<file path="config.mk">
export PLATFORM = sky130hd
export DESIGN_NAME = coh_home
export DESIGN_NICKNAME = d
export VERILOG_FILES = /design/src/rtl/coh_home.sv
export SDC_FILE = /design/constraint.sdc
export NUM_CORES = 1
export LEC_CHECK = 0
export BUFFER_PORTS_ARGS = -buffer_cell sky130_fd_sc_hd__buf_4
export CAP_MARGIN = 25
export CORE_UTILIZATION = 40
export CTS_CLUSTER_SIZE = 8
export DETAILED_ROUTE_END_ITERATION = 6
export HOLD_SLACK_MARGIN = 0.06
export PLACE_DENSITY = 0.6
export SLEW_MARGIN = 20
export SYNTH_ARGS = -nofsm -noshare
export SYNTH_HDL_FRONTEND = slang
export SYNTH_SLANG_ARGS = --single-unit
</file>
<file path="constraint.sdc">
create_clock -name clk -period 5.61 [get_ports clk]
set_input_delay 0.8415 -clock clk [delete_from_list [all_inputs] [get_ports clk]]
set_output_delay 0.8415 -clock clk [all_outputs]
set_load 0.02 [all_outputs]
</file>
<file path="src/rtl/coh_home.sv">
module coh_home #(
  parameter int AGENTS = 4,
  parameter int ADDR_W = 3,
  parameter int DATA_W = 8,
  localparam int ID_W  = $clog2(AGENTS),
  localparam int LINES = 1 << ADDR_W
) (
  input  logic              clk,
  input  logic              rst_n,
  input  logic              req_valid,
  input  logic [2:0]        req_type,
  input  logic [ID_W-1:0]   req_src,
  input  logic [ADDR_W-1:0] req_addr,
  input  logic [DATA_W-1:0] req_data,
  output logic              rsp_valid,
  output logic [2:0]        rsp_type,
  output logic [AGENTS-1:0] rsp_dst,
  output logic [ADDR_W-1:0] rsp_addr,
  output logic [DATA_W-1:0] rsp_data
);
  localparam logic [1:0] S_INV = 2'd0, S_SHR = 2'd1, S_EXC = 2'd2;
  localparam logic [2:0] M_RSH = 3'd0, M_REX = 3'd1, M_WB = 3'd2, M_ACK = 3'd3, M_RCR = 3'd4;
  localparam logic [2:0] O_GSH = 3'd0, O_GEX = 3'd1, O_NAK = 3'd2, O_INV = 3'd3, O_RCL = 3'd4;
  localparam logic [1:0] K_RSH = 2'd0, K_REX = 2'd1, K_INV = 2'd2;

  logic [1:0]        dir_st [LINES];
  logic [AGENTS-1:0] shr    [LINES];
  logic [ID_W-1:0]   own    [LINES];
  logic [DATA_W-1:0] mem    [LINES];

  logic              p_on, p_drain;
  logic [1:0]        p_kind;
  logic [ADDR_W-1:0] p_addr;
  logic [ID_W-1:0]   p_req, p_tgt;
  logic [ID_W:0]     p_cnt;

  wire [1:0]        st     = dir_st[req_addr];
  wire [ID_W-1:0]   own_a  = own[req_addr];
  wire [AGENTS-1:0] src_b  = AGENTS'(1) << req_src;
  wire [AGENTS-1:0] others = shr[req_addr] & ~src_b;
  wire              hit    = p_on && p_addr == req_addr;
  wire              is_own = st == S_EXC && own_a == req_src;

  wire fin_wb  = req_valid && req_type == M_WB && is_own && hit && !p_drain && p_kind != K_INV;
  wire fin_rc  = req_valid && req_type == M_RCR && hit && !p_drain && p_kind != K_INV && req_src == p_tgt;
  wire fin_ack = req_valid && req_type == M_ACK && hit && !p_drain && p_kind == K_INV && p_cnt == 1;
  wire do_fin  = fin_wb || fin_rc || fin_ack;
  wire [DATA_W-1:0] fin_data = fin_ack ? mem[p_addr] : req_data;

  task automatic reply(input logic [2:0] t, input logic [AGENTS-1:0] d, input logic [DATA_W-1:0] v);
    rsp_valid <= 1'b1;
    rsp_type  <= t;
    rsp_dst   <= d;
    rsp_addr  <= req_addr;
    rsp_data  <= v;
  endtask

  always_ff @(posedge clk) begin
    if (!rst_n) begin
      for (int i = 0; i < LINES; i++) begin
        dir_st[i] <= S_INV;
        shr[i]    <= '0;
        own[i]    <= '0;
        mem[i]    <= '0;
      end
      p_on <= 1'b0; p_drain <= 1'b0; p_kind <= K_RSH;
      p_addr <= '0; p_req <= '0; p_tgt <= '0; p_cnt <= '0;
      rsp_valid <= 1'b0; rsp_type <= '0; rsp_dst <= '0; rsp_addr <= '0; rsp_data <= '0;
    end else begin
      rsp_valid <= 1'b0;
      if (req_valid) begin
        case (req_type)
          M_RSH, M_REX: begin
            if (hit || is_own || (p_on && (st == S_EXC || (req_type == M_REX && st == S_SHR && others != 0))))
              reply(O_NAK, src_b, '0);
            else if (st == S_EXC) begin
              reply(O_RCL, AGENTS'(1) << own_a, '0);
              p_on <= 1'b1; p_addr <= req_addr; p_req <= req_src; p_tgt <= own_a;
              p_kind <= (req_type == M_RSH) ? K_RSH : K_REX;
            end else if (req_type == M_RSH) begin
              dir_st[req_addr] <= S_SHR;
              shr[req_addr]    <= shr[req_addr] | src_b;
              reply(O_GSH, src_b, mem[req_addr]);
            end else if (st == S_SHR && others != 0) begin
              reply(O_INV, others, '0);
              p_on <= 1'b1; p_addr <= req_addr; p_req <= req_src; p_kind <= K_INV;
              p_cnt <= (ID_W+1)'($countones(others));
            end else begin
              dir_st[req_addr] <= S_EXC;
              shr[req_addr]    <= '0;
              own[req_addr]    <= req_src;
              reply(O_GEX, src_b, mem[req_addr]);
            end
          end
          M_WB: if (is_own) begin
            mem[req_addr] <= req_data;
            if (fin_wb) p_drain <= 1'b1;
            else dir_st[req_addr] <= S_INV;
          end
          M_ACK: if (hit && !p_drain && p_kind == K_INV) begin
            p_cnt <= p_cnt - 1'b1;
            if (fin_ack) p_on <= 1'b0;
          end
          M_RCR: if (hit && p_kind != K_INV && req_src == p_tgt) begin
            p_on <= 1'b0; p_drain <= 1'b0;
            if (!p_drain) mem[req_addr] <= req_data;
          end
          default: ;
        endcase
      end
      if (do_fin) begin
        rsp_valid <= 1'b1;
        rsp_dst   <= AGENTS'(1) << p_req;
        rsp_addr  <= p_addr;
        rsp_data  <= fin_data;
        shr[p_addr] <= (p_kind == K_RSH) ? AGENTS'(1) << p_req : '0;
        if (p_kind == K_RSH) begin
          dir_st[p_addr] <= S_SHR;
          rsp_type <= O_GSH;
        end else begin
          dir_st[p_addr] <= S_EXC;
          own[p_addr]    <= p_req;
          rsp_type <= O_GEX;
        end
      end
    end
  end

  a_r11_single_dst: assert property (@(posedge clk) disable iff (!rst_n)
    rsp_valid && rsp_type != O_INV |-> $onehot(rsp_dst));
  a_r4_inval_not_req: assert property (@(posedge clk) disable iff (!rst_n)
    rsp_valid && rsp_type == O_INV |-> rsp_dst != 0 && !rsp_dst[p_req]);
  a_r4_cnt_live: assert property (@(posedge clk) disable iff (!rst_n)
    p_on && !p_drain && p_kind == K_INV |-> p_cnt != 0);
  a_r2_reply_needs_req: assert property (@(posedge clk) disable iff (!rst_n)
    rsp_valid |-> $past(req_valid));

  for (genvar g = 0; g < LINES; g++) begin : g_inv
    a_r11_excl_no_sharer: assert property (@(posedge clk) disable iff (!rst_n)
      dir_st[g] == S_EXC |-> shr[g] == 0);
    a_r11_shared_nonempty: assert property (@(posedge clk) disable iff (!rst_n)
      dir_st[g] == S_SHR |-> shr[g] != 0);
  end
endmodule

</file>
# Word-level counts from Yosys, hierarchy flattened
# Memories as Yosys holds them, arrays and structs flattened. A register that Yosys moved wholly into a read port is not among the register bits.
# Cells that the tools add are included.
# totals
reg_bits	33
ramBits	128
input_bits	19
output_inout_bits	19
wordCells	239
memories	4
# op_classes
addsub	4
eq_ne	24
n_shift	3
n_mux	129
bitwise	9
n_reduce_logical	54
# memory_table
name	words	width	read_ports	rd_ports_with_merged_regs	wr	line	text
mem	8	8	2	1	8	29	logic [DATA_W-1:0] mem [LINES];
shr	8	4	1	0	8	27	logic [AGENTS-1:0] shr [LINES];
dir_st	8	2	1	0	8	26	logic [1:0] dir_st [LINES];
own	8	2	1	0	8	28	logic [ID_W-1:0] own [LINES];
# ops
cell	count
$mux 8	10
$mux 3	25
$mux 1	65
$mux 4	11
$mux 2	15
$logic_and 1x1->1	25
$ne 2x2->1 const B	9
$shl 1x2->4 const A	3
$reduce_and 5->1	2
$reduce_bool 2->1	5
$reduce_or 2->1	5
$reduce_and 8->1	1
$reduce_or 4->1	2
$reduce_or 8->1	1
$reduce_and 7->1	1
$eq 3x1->1 const B	2
$eq 3x2->1 const B	2
$ne 3x3->1 const B	2
$pmux 3 s2	1
$logic_or 1x1->1	5
$or 1x1->1	5
$add 1x1->2	2
$and 4x4->4	1
$eq 2x2->1	2
other kinds (19)	21

# Depth between registers and ports, before layout
# Gate-level depths: netlist of the first run.
# depth
word_depth	18
mapped_depth	16

# Least setup slack after synthesis of the first run
# OpenSTA, ideal clock, no wires.
# synth_timing
path_kind	input -> register
from	in req_addr[0]
to	mem shr[4][0], enable pin
setup_ps	361
t_arrival_ps	3813
t_required_ps	5249
setup_slack_ps	1435
cell_stages	14
path_buffers	5
path_cell_list	buf_6 buf_6 buf_2 clkbuf_1 a221oi_1 a21oi_1 o21ai_0 ha_1 o211ai_4 a2111oi_4 a21oi_2 a21boi_1 buf_2 o21ai_0
# synth_lines
item	line	text
from (decl)	13	input logic [ADDR_W-1:0] req_addr,
to (decl)	27	

==> results of run 1 <==
[cells in the mapped netlist (4+ instances only)]
library cell	n
o221ai_1	12
xnor2_1	6
mux2_2	10
nor3_1	42
nand2_1	35
nand3_1	26
o21ai_0	48
nand4_1	10
buf_2	9
inv_1	14
ha_1	5
nor3b_1	4
clkbuf_1	39
and3_1	5
o22ai_1	20
nand3b_1	4
or4_1	4
and2_1	66
or2_2	4
and4_1	4
buf_6	6
nor2_1	78
a22oi_1	6
dfxtp_1	36
mux2i_1	33
a31oi_1	4
mux4_2	17
edfxtp_1	128
nor2b_1	7
a21oi_1	42
buf_1	4
nand2b_1	11
[path summary, 6_finish.rpt]
check,start,endpoint,slack (ps),depth (start not counted)
setup reg to reg,shr[3][0]$_SDFFCE_PN0P_,shr[1][0]$_SDFFCE_PN0P_,1740,11
setup / recovery,req_addr[1],shr[1][0]$_SDFFCE_PN0P_,1220,12
hold reg to reg,rsp_type[2]$_SDFFE_PN0P_,rsp_type[2]$_SDFFE_PN0P_,460,2
hold / removal,rsp_type[2]$_SDFFE_PN0P_,rsp_type[2]$_SDFFE_PN0P_,460,2
[placed cells by master, fill, tap and decap left out, drive strengths merged, types with 5 or more instances in the layout]
cell    Yosys  final
o22ai      20     20
nand4      10     10
ha          5      5
and2       68     68
o21ai      51     51
nor2       79     79
mux4       17     17
dfxtp      36     36
nand2      35     35
o221ai     12     12
edfxtp    128    128
nor2b       7      7
and3        5      5
clkinv      1      5
nand3      27     27
inv        14     22
mux2i      33     33
nor3       43     43
buf        21     60
a21oi      43     43
clkbuf     39     17
a22oi       6      6
xnor2       6      6
nand2b     11     11
mux2       10     10
[state kept, by name, summed over array words and instances, names as in the netlist, named ones only]
signal / flops
p_drain: 1
p_kind: 2
p_on: 1
p_addr: 3
rsp_addr: 3
p_tgt: 2
shr: 32
rsp_data: 8
mem: 64
rsp_dst: 4
p_req: 2
rsp_valid: 1
rsp_type: 3
p_cnt: 3
dir_st: 16
own: 16
[layout make-up]
class                   instances  share of cell area, %
well taps                     280                   3.49
clock buffers                  17                   4.24
multi-input cells             580                   39.8
clock inverters                15                   1.85
flip-flops and latches        164                   45.5
inverters                      15                  0.561
repair buffers                 60                   4.56
[power by group through the flow]
stage	combinational, mW	sequential, mW	clock [mW]
global route	0.343	1.38	1.27
global placement	0.310	1.40	0
CTS	0.314	1.37	1.23
finish	0.317	1.37	1.22
floorplan	0.209	1.39	0
detailed placement	0.313	1.40	0
[cell families (layout without fill, tap and decap cells)]
group                    after synthesis  count (layout)  synth area share [%]
flip-flops                           164             164                  51.3
adder cells (fa/ha/maj)                6               6                 0.928
XOR/XNOR                               6               6                 0.590
multiplexers                          60              60                  9.28
buffers and inverters                 75             107                  3.88
AND/OR/NAND/NOR                      318             318                  19.0
AO/OA/AOI/OAI                        190             190                  15.1
[critical path, delay by kind of cell]
family	cells	cell delay, ps
adder cells (fa/ha/maj)	1	290
AO/OA/AOI/OAI	8	2240
multiplexers	1	390
buffers and inverters	2	660
[through the flow]
stage	util (%)	hold slack (ps)	power (mW)	cells
global placement	43.1	448	1.71	1098
global route	46.0	493	2.99	1131
CTS	46.0	466	2.92	1131
floorplan	-	438	1.60	819
finish	46.0	463	2.91	1131
detailed placement	43.2	454	1.71	1099
[routing by layer]
metal	track usage, %	up-vias	wire length [um]
met2	39.3	324	12700
met1	32.1	3412	11400
met4	7.95	0	491
met3	5.12	38	1830
met5	0	-	0
li1	-	3163	-
==> run metrics, run 1 <==
DR pass1 iterations 6; total CTS buffers 17; FF/Latch Area 4560 um2; Max Freq 228 MHz; P_sw 0.809 mW; dpl hpwl 17900 um; EDFF count, synth 128; ANT nets after route 0; post-synthesis register bit count 164; Tmin final 4390 ps; vias in the first global route 6628; post-CTS sizing 0; Post-Route WL 26400 um; Hold Violations, Final 0; CTS Sinks 164; CP endpoint kind flop; crit path max fanout 40; layout cells sized above 1 17.0%; Place WS 816 ps; CP Launch Type primary input; leakage power 3.51 nW; first-pass GRT wire length 39900 um; die area 22900 um2; Setup violations, final 0; Slowest-stage cell, CP o21ai_0; crit path cell chain buf_4 -> mux2_2 -> a221oi_1 -> a21oi_1 -> o21ai_0 -> ha_1 -> o211ai_4 -> a2111oi_4 -> a21oi_2 -> a21boi_2 -> buf_4 -> o21ai_0; Initial DRC Count 729; initial core utilization 40.8%; Finished Cell Area 10000 um2; Synth area leaders edfxtp_1 43%, dfxtp_1 8.1%, and2_1 4.6%; CP Class in -> reg; Slew headroom 36.5%; period utilisation layout 78.2%; Mapped Avg Cell Area 10.9 um2; Area Overhead vs Synth 12.7%; average wire per cell in the routed design 23.4 um; Pint 2.10 mW; via count 6937; Yosys top cell by area edfxtp_1; clock latency on the worst-skew pair 440 ps; routability congestion estimate 0.895; Post-CTS Hold Buffers 0; TNS Setup 0 ps; multi-input logic area 4000 um2; CTS H-Tree Depth 4; RSZ-0062 raised after global routing no; Ports 38; Mapped Area 8900 um2; Rows 54; Crit path required time 5680 ps; Clock power frac 41.8%; final global-route overflow total 0; # diodes 0; root buffer cell clkbuf_16; GRT Util Overall 24.2%; Post-Syn Nets 844; Core Region 21800 um2; nets 863; via density per instance 6.13; CTS tree built; Synth Warn # 0; sequential power share 47.2%; largest net degree at the start of global routing 58; initial antenna violation count 0; HP Class reg -> reg; status completed; Chip Width 151 um; sequential share of the synthesized area 51.3%; commonest register cell after synthesis edfxtp_1; Fillers 2009; post-CTS setup-driven buffer insertion count 0; clk buf depth 2; Post-synth ARST share 0%; Worst Clk Skew 13.0 ps; Placed Area 9420 um2; DRC Markers 0; clock-pin transition on the worst setup and hold timing paths 60 ps; CP max stage delay 490 ps; post-synth cell types 81; Sw Ratio 27.8%; I/O Buffers 37; Final Max Slew Viols 0; die height 151 um; cells after synthesis 819; Max Cap Viol 0; Peak VDD IR 184 uV; Gate power share 10.9%; Tightest Pin Transition 926 ps; area share of the largest cell type after synthesis 43.2%; PwrDens 290 nW/um2; CP arrival 4460 ps; worst setup margin 1220 ps
Power figures use the tool's default switching activity.
==> inputs of run 2 (changes only) <==
==> constraint.sdc (replaced) <==
create_clock -name clk -period 4.6 [get_ports clk]
set_input_delay 0.69 -clock clk [delete_from_list [all_inputs] [get_ports clk]]
set_output_delay 0.69 -clock clk [all_outputs]
set_load 0.02 [all_outputs]
==> run metrics, run 2 (synthesis results as in run 1) <==
die area 22900 um2; root buffer cell clkbuf_16; HP Class reg -> reg; CP arrival 3980 ps; initial core utilization 40.8%; Clock power frac 40.3%; CTS Sinks 164; Sw Ratio 27.9%; routability congestion estimate 0.881; post-CTS sizing 0; GRT Util Overall 24.3%; crit path max fanout 18; Tightest Pin Transition 891 ps; status completed; Post-CTS Hold Buffers 0; most frequent cells in the layout 128 x edfxtp_1, 90 x buf_4, 78 x nor2_1; Tmin final 3900 ps; largest net degree at the start of global routing 58; die height 151 um; Max Cap Viol 0; Worst Clk Skew 16.9 ps; clock latency on the worst-skew pair 450 ps; ANT nets after route 0; hold path start rsp_addr[2]$_SDFFE_PN0P_; max reg flops 64; CP endpoint kind flop; Core Region 21800 um2; Area Overhead vs Synth 14.9%; vias in the first global route 6602; Fillers 1998; Gate power share 11.5%; nets 894; Post-Route WL 26300 um; Critical Path Start req_addr[1]; first-pass GRT wire length 40100 um; via density per instance 6.01; layout cells sized above 1 20.0%; Rows 54; sequential power share 48.2%; CP Launch Type primary input; RR Startpoint shr[1][0]$_SDFFCE_PN0P_; average wire per cell in the routed design 22.6 um; FF/Latch Area 4560 um2; Crit path required time 4670 ps; Pint 2.50 mW; I/O Buffers 37; DR pass1 iterations 6; most common cell after layout, fill and taps aside edfxtp_1; Ports 38; RSZ-0062 raised after global routing no; Biggest register mem; flop-to-flop setup slack 930 ps; Final Max Slew Viols 0; initial antenna violation count 1; Initial DRC Count 672; leakage power 3.63 nW; clock-pin transition on the worst setup and hold timing paths 70 ps; DRC Markers 0; TNS Setup 0 ps; P_sw 0.968 mW; via count 6992; overall power 3.47 mW; Slew headroom 40.5%; largest registers mem (64), shr (32); Peak VDD IR 236 uV; total CTS buffers 17; dpl hpwl 18100 um; final global-route overflow total 0; Hold Violations, Final 0; multi-input logic area 4000 um2; Setup violations, final 0; CTS H-Tree Depth 4; period utilisation layout 84.9%; CP Class in -> reg; PwrDens 339 nW/um2; clk buf depth 2; CTS tree built; Max Freq 256 MHz; Chip Width 151 um; post-CTS setup-driven buffer insertion count 0
run 2: final timing paths:
path | to | cells after the start
worst min register to register | rsp_addr[2]$_SDFFE_PN0P_ | 2
worst max-delay path | shr[6][0]$_SDFFCE_PN0P_ | 13
worst min-delay path | rsp_addr[2]$_SDFFE_PN0P_ | 2
worst max register to register | shr[6][0]$_SDFFCE_PN0P_ | 11
run 2: power by group through the flow:
stage                     Combinational, mW  Clock (mW)  Sequential, mW
after floorplan                       0.254           0            1.70
final                                 0.400        1.40            1.67
after detailed placement              0.394           0            1.71
after global routing                  0.432        1.46            1.68
after CTS                             0.397        1.41            1.67
after global placement                0.393           0            1.71
run 2: final cells by class:
type	instances	area share [%]
Tap cell	280	3.43
Clock buffer	17	4.16
Multi-Input combinational cell	580	39.1
Sequential cell	164	44.6
Clock inverter	15	1.43
Inverter	15	0.551
Timing Repair Buffer	91	6.72
Antenna cell	1	0.0245
run 2: layer usage:
layer  global-route usage, %  vias to the layer above  part of all wire (%)
met5                       0                        -                     0
met1                    33.0                     3368                    43
li1                        -                     3214                     -
met4                    8.00                        0                   2.4
met2                    39.0                      351                    47
met3                    4.40                       59                   7.7
run 2: critical path: stages:
cell	delay, ps
buf_4	220
buf_4	230
nor2_1	110
a221oi_1	310
a21oi_1	100
o21ai_0	390
ha_1	290
o211ai_4	170
a2111oi_4	380
a21oi_2	60
a21boi_2	290
buf_6	260
o21ai_0	460
run 2: through the flow:
stage | setup WS (ps) | utilization (%) | hold slack [ps] | instance area, um2 | instances
3_3_place_gp | 403 | 44.2 | 448 | 9640 | 1129
4_1_cts | 763 | 46.9 | 469 | 10200 | 1162
5_1_grt | 443 | 46.9 | 499 | 10200 | 1162
2_1_floorplan | 577 | - | 438 | 8900 | 819
3_5_place_dp | 340 | 44.2 | 460 | 9650 | 1130
6_report | 697 | 46.9 | 467 | 10200 | 1163
==> inputs of run 3 (changes only) <==
==> constraint.sdc (replaced) <==
create_clock -name clk -period 3.8 [get_ports clk]
set_input_delay 0.57 -clock clk [delete_from_list [all_inputs] [get_ports clk]]
set_output_delay 0.57 -clock clk [all_outputs]
set_load 0.02 [all_outputs]
==> run metrics, run 3 (synthesis results as in run 1) <==
status completed; period utilisation layout 87.9%; Chip Width 151 um; Area Overhead vs Synth 17.1%; largest net degree at the start of global routing 57; Place WS 38.1 ps; CTS Sinks 164; overall power 4.29 mW; Rows 54; Placed Area 9820 um2; root buffer cell clkbuf_16; worst setup margin 459 ps; clock-pin transition on the worst setup and hold timing paths 70 ps; RR Startpoint shr[1][0]$_SDFFCE_PN0P_; layout cells sized above 1 21.6%; GRT busiest layer met2; CP Launch Type primary input; CP Class in -> reg; Max Cap Viol 0; Setup violations, final 0; Tightest Pin Transition 925 ps; Critical Path Start req_addr[1]; crit path max fanout 36; clock latency on the worst-skew pair 430 ps; Post-Route WL 25000 um; nets 912; first-pass GRT wire length 38300 um; RSZ-0062 raised after global routing no; most frequent cells in the layout 128 x edfxtp_1, 106 x buf_4, 78 x nor2_1; ANT nets after route 0; vias in the first global route 6686; met3 usage 4.19%; die area 22900 um2; max reg flops 64; Crit path required time 3950 ps; CTS tree built; flop-to-flop setup slack 570 ps; total CTS buffers 17; HP Class reg -> reg; post-CTS sizing 0; DRC Markers 0; Hold Violations, Final 0; CP endpoint kind flop; Worst Clk Skew 12.0 ps; # diodes 0; initial core utilization 40.8%; CTS H-Tree Depth 4; Fillers 1994; Finished Cell Area 10400 um2; CP arrival 3490 ps; Peak VDD IR 255 uV; Initial DRC Count 627; average wire per cell in the routed design 21.2 um; hold path start p_cnt[1]$_SDFFE_PN0P_; Max Freq 299 MHz; Final Max Slew Viols 0; Core Region 21800 um2; initial antenna violation count 0; Fin Hold WS 468 ps; most common cell after layout, fill and taps aside edfxtp_1; M2 GR Usage 37.4%; largest registers mem (64), shr (32); Tmin final 3340 ps; dpl hpwl 17800 um; post-CTS setup-driven buffer insertion count 0; die height 151 um; via count 6932; leakage power 3.75 nW; Slew headroom 38.3%; final global-route overflow total 0; routability congestion estimate 0.867; met1 Use GR 30.8%; clk buf depth 2; Post-CTS Hold Buffers 0; Ports 38; I/O Buffers 37; via density per instance 5.87; DR pass1 iterations 5; PwrDens 412 nW/um2; Biggest register mem; GRT Util Overall 22.7%
## run 3: cell types whose count changed in the layout (fill, tap and decap cells not counted)
| cell | change |
|---|---|
| buf_6 | -1 |
| inv_8 | +2 |
| clkinv_2 | -1 |
| clkinv_4 | +2 |
| bufinv_16 | +1 |
| clkinvlp_4 | -3 |
| buf_4 | +16 |
| inv_6 | -1 |
| diode_2 | -1 |
| buf_12 | +3 |
## run 3: path summary, 6_finish.rpt
path,endpoint,depth (start not counted)
worst min-delay path,p_cnt[1]$_SDFFE_PN0P_,2
worst max register to register,shr[7][2]$_SDFFCE_PN0P_,12
worst max-delay path,shr[7][2]$_SDFFCE_PN0P_,12
worst min register to register,p_cnt[1]$_SDFFE_PN0P_,2
## run 3: worst max-delay path, stage by stage
cell and delay (ps):
buf_4 150, buf_12 170, nand2b_1 240, nor2_1 100, nor4_2 560, o21ai_0 340
a2111oi_4 440, a21oi_2 70, a21boi_2 200, buf_12 200, o21ai_0 250, buf_4 180
## run 3: cell type report
type	count	area [um2]	share of cell area, %
tap	280	350	3.36
clock buffer	17	425	4.08
clock inverter	15	180	1.73
inverter	15	56.3	0.540
multi-input combinational	580	4000	38.3
sequential	164	4560	43.8
timing repair buffer	109	856	8.21
## run 3: routing by layer
metal  vias to the layer above  share of wire [%]  routed length [um]
met1                      3396                 45               11200
met5                         -                  0                   0
met3                        25                5.5                1380
li1                       3246                  -                   -
met2                       265                 48               12100
met4                         0                1.4                 360
## run 3: metrics by stage
step | std cells | utilization (%) | setup TNS (ps)
2_1_floorplan | 819 | - | -2890
3_3_place_gp | 1148 | 45.0 | 0
3_5_place_dp | 1148 | 45.0 | 0
4_1_cts | 1180 | 47.8 | 0
5_1_grt | 1180 | 47.8 | 0
6_report | 1180 | 47.8 | 0
## run 3: where the power goes
part	internal, mW	switching (mW)
combinational	0.195	0.306
sequential	1.99	0.0372
clock	0.943	0.826
total	3.12	1.17
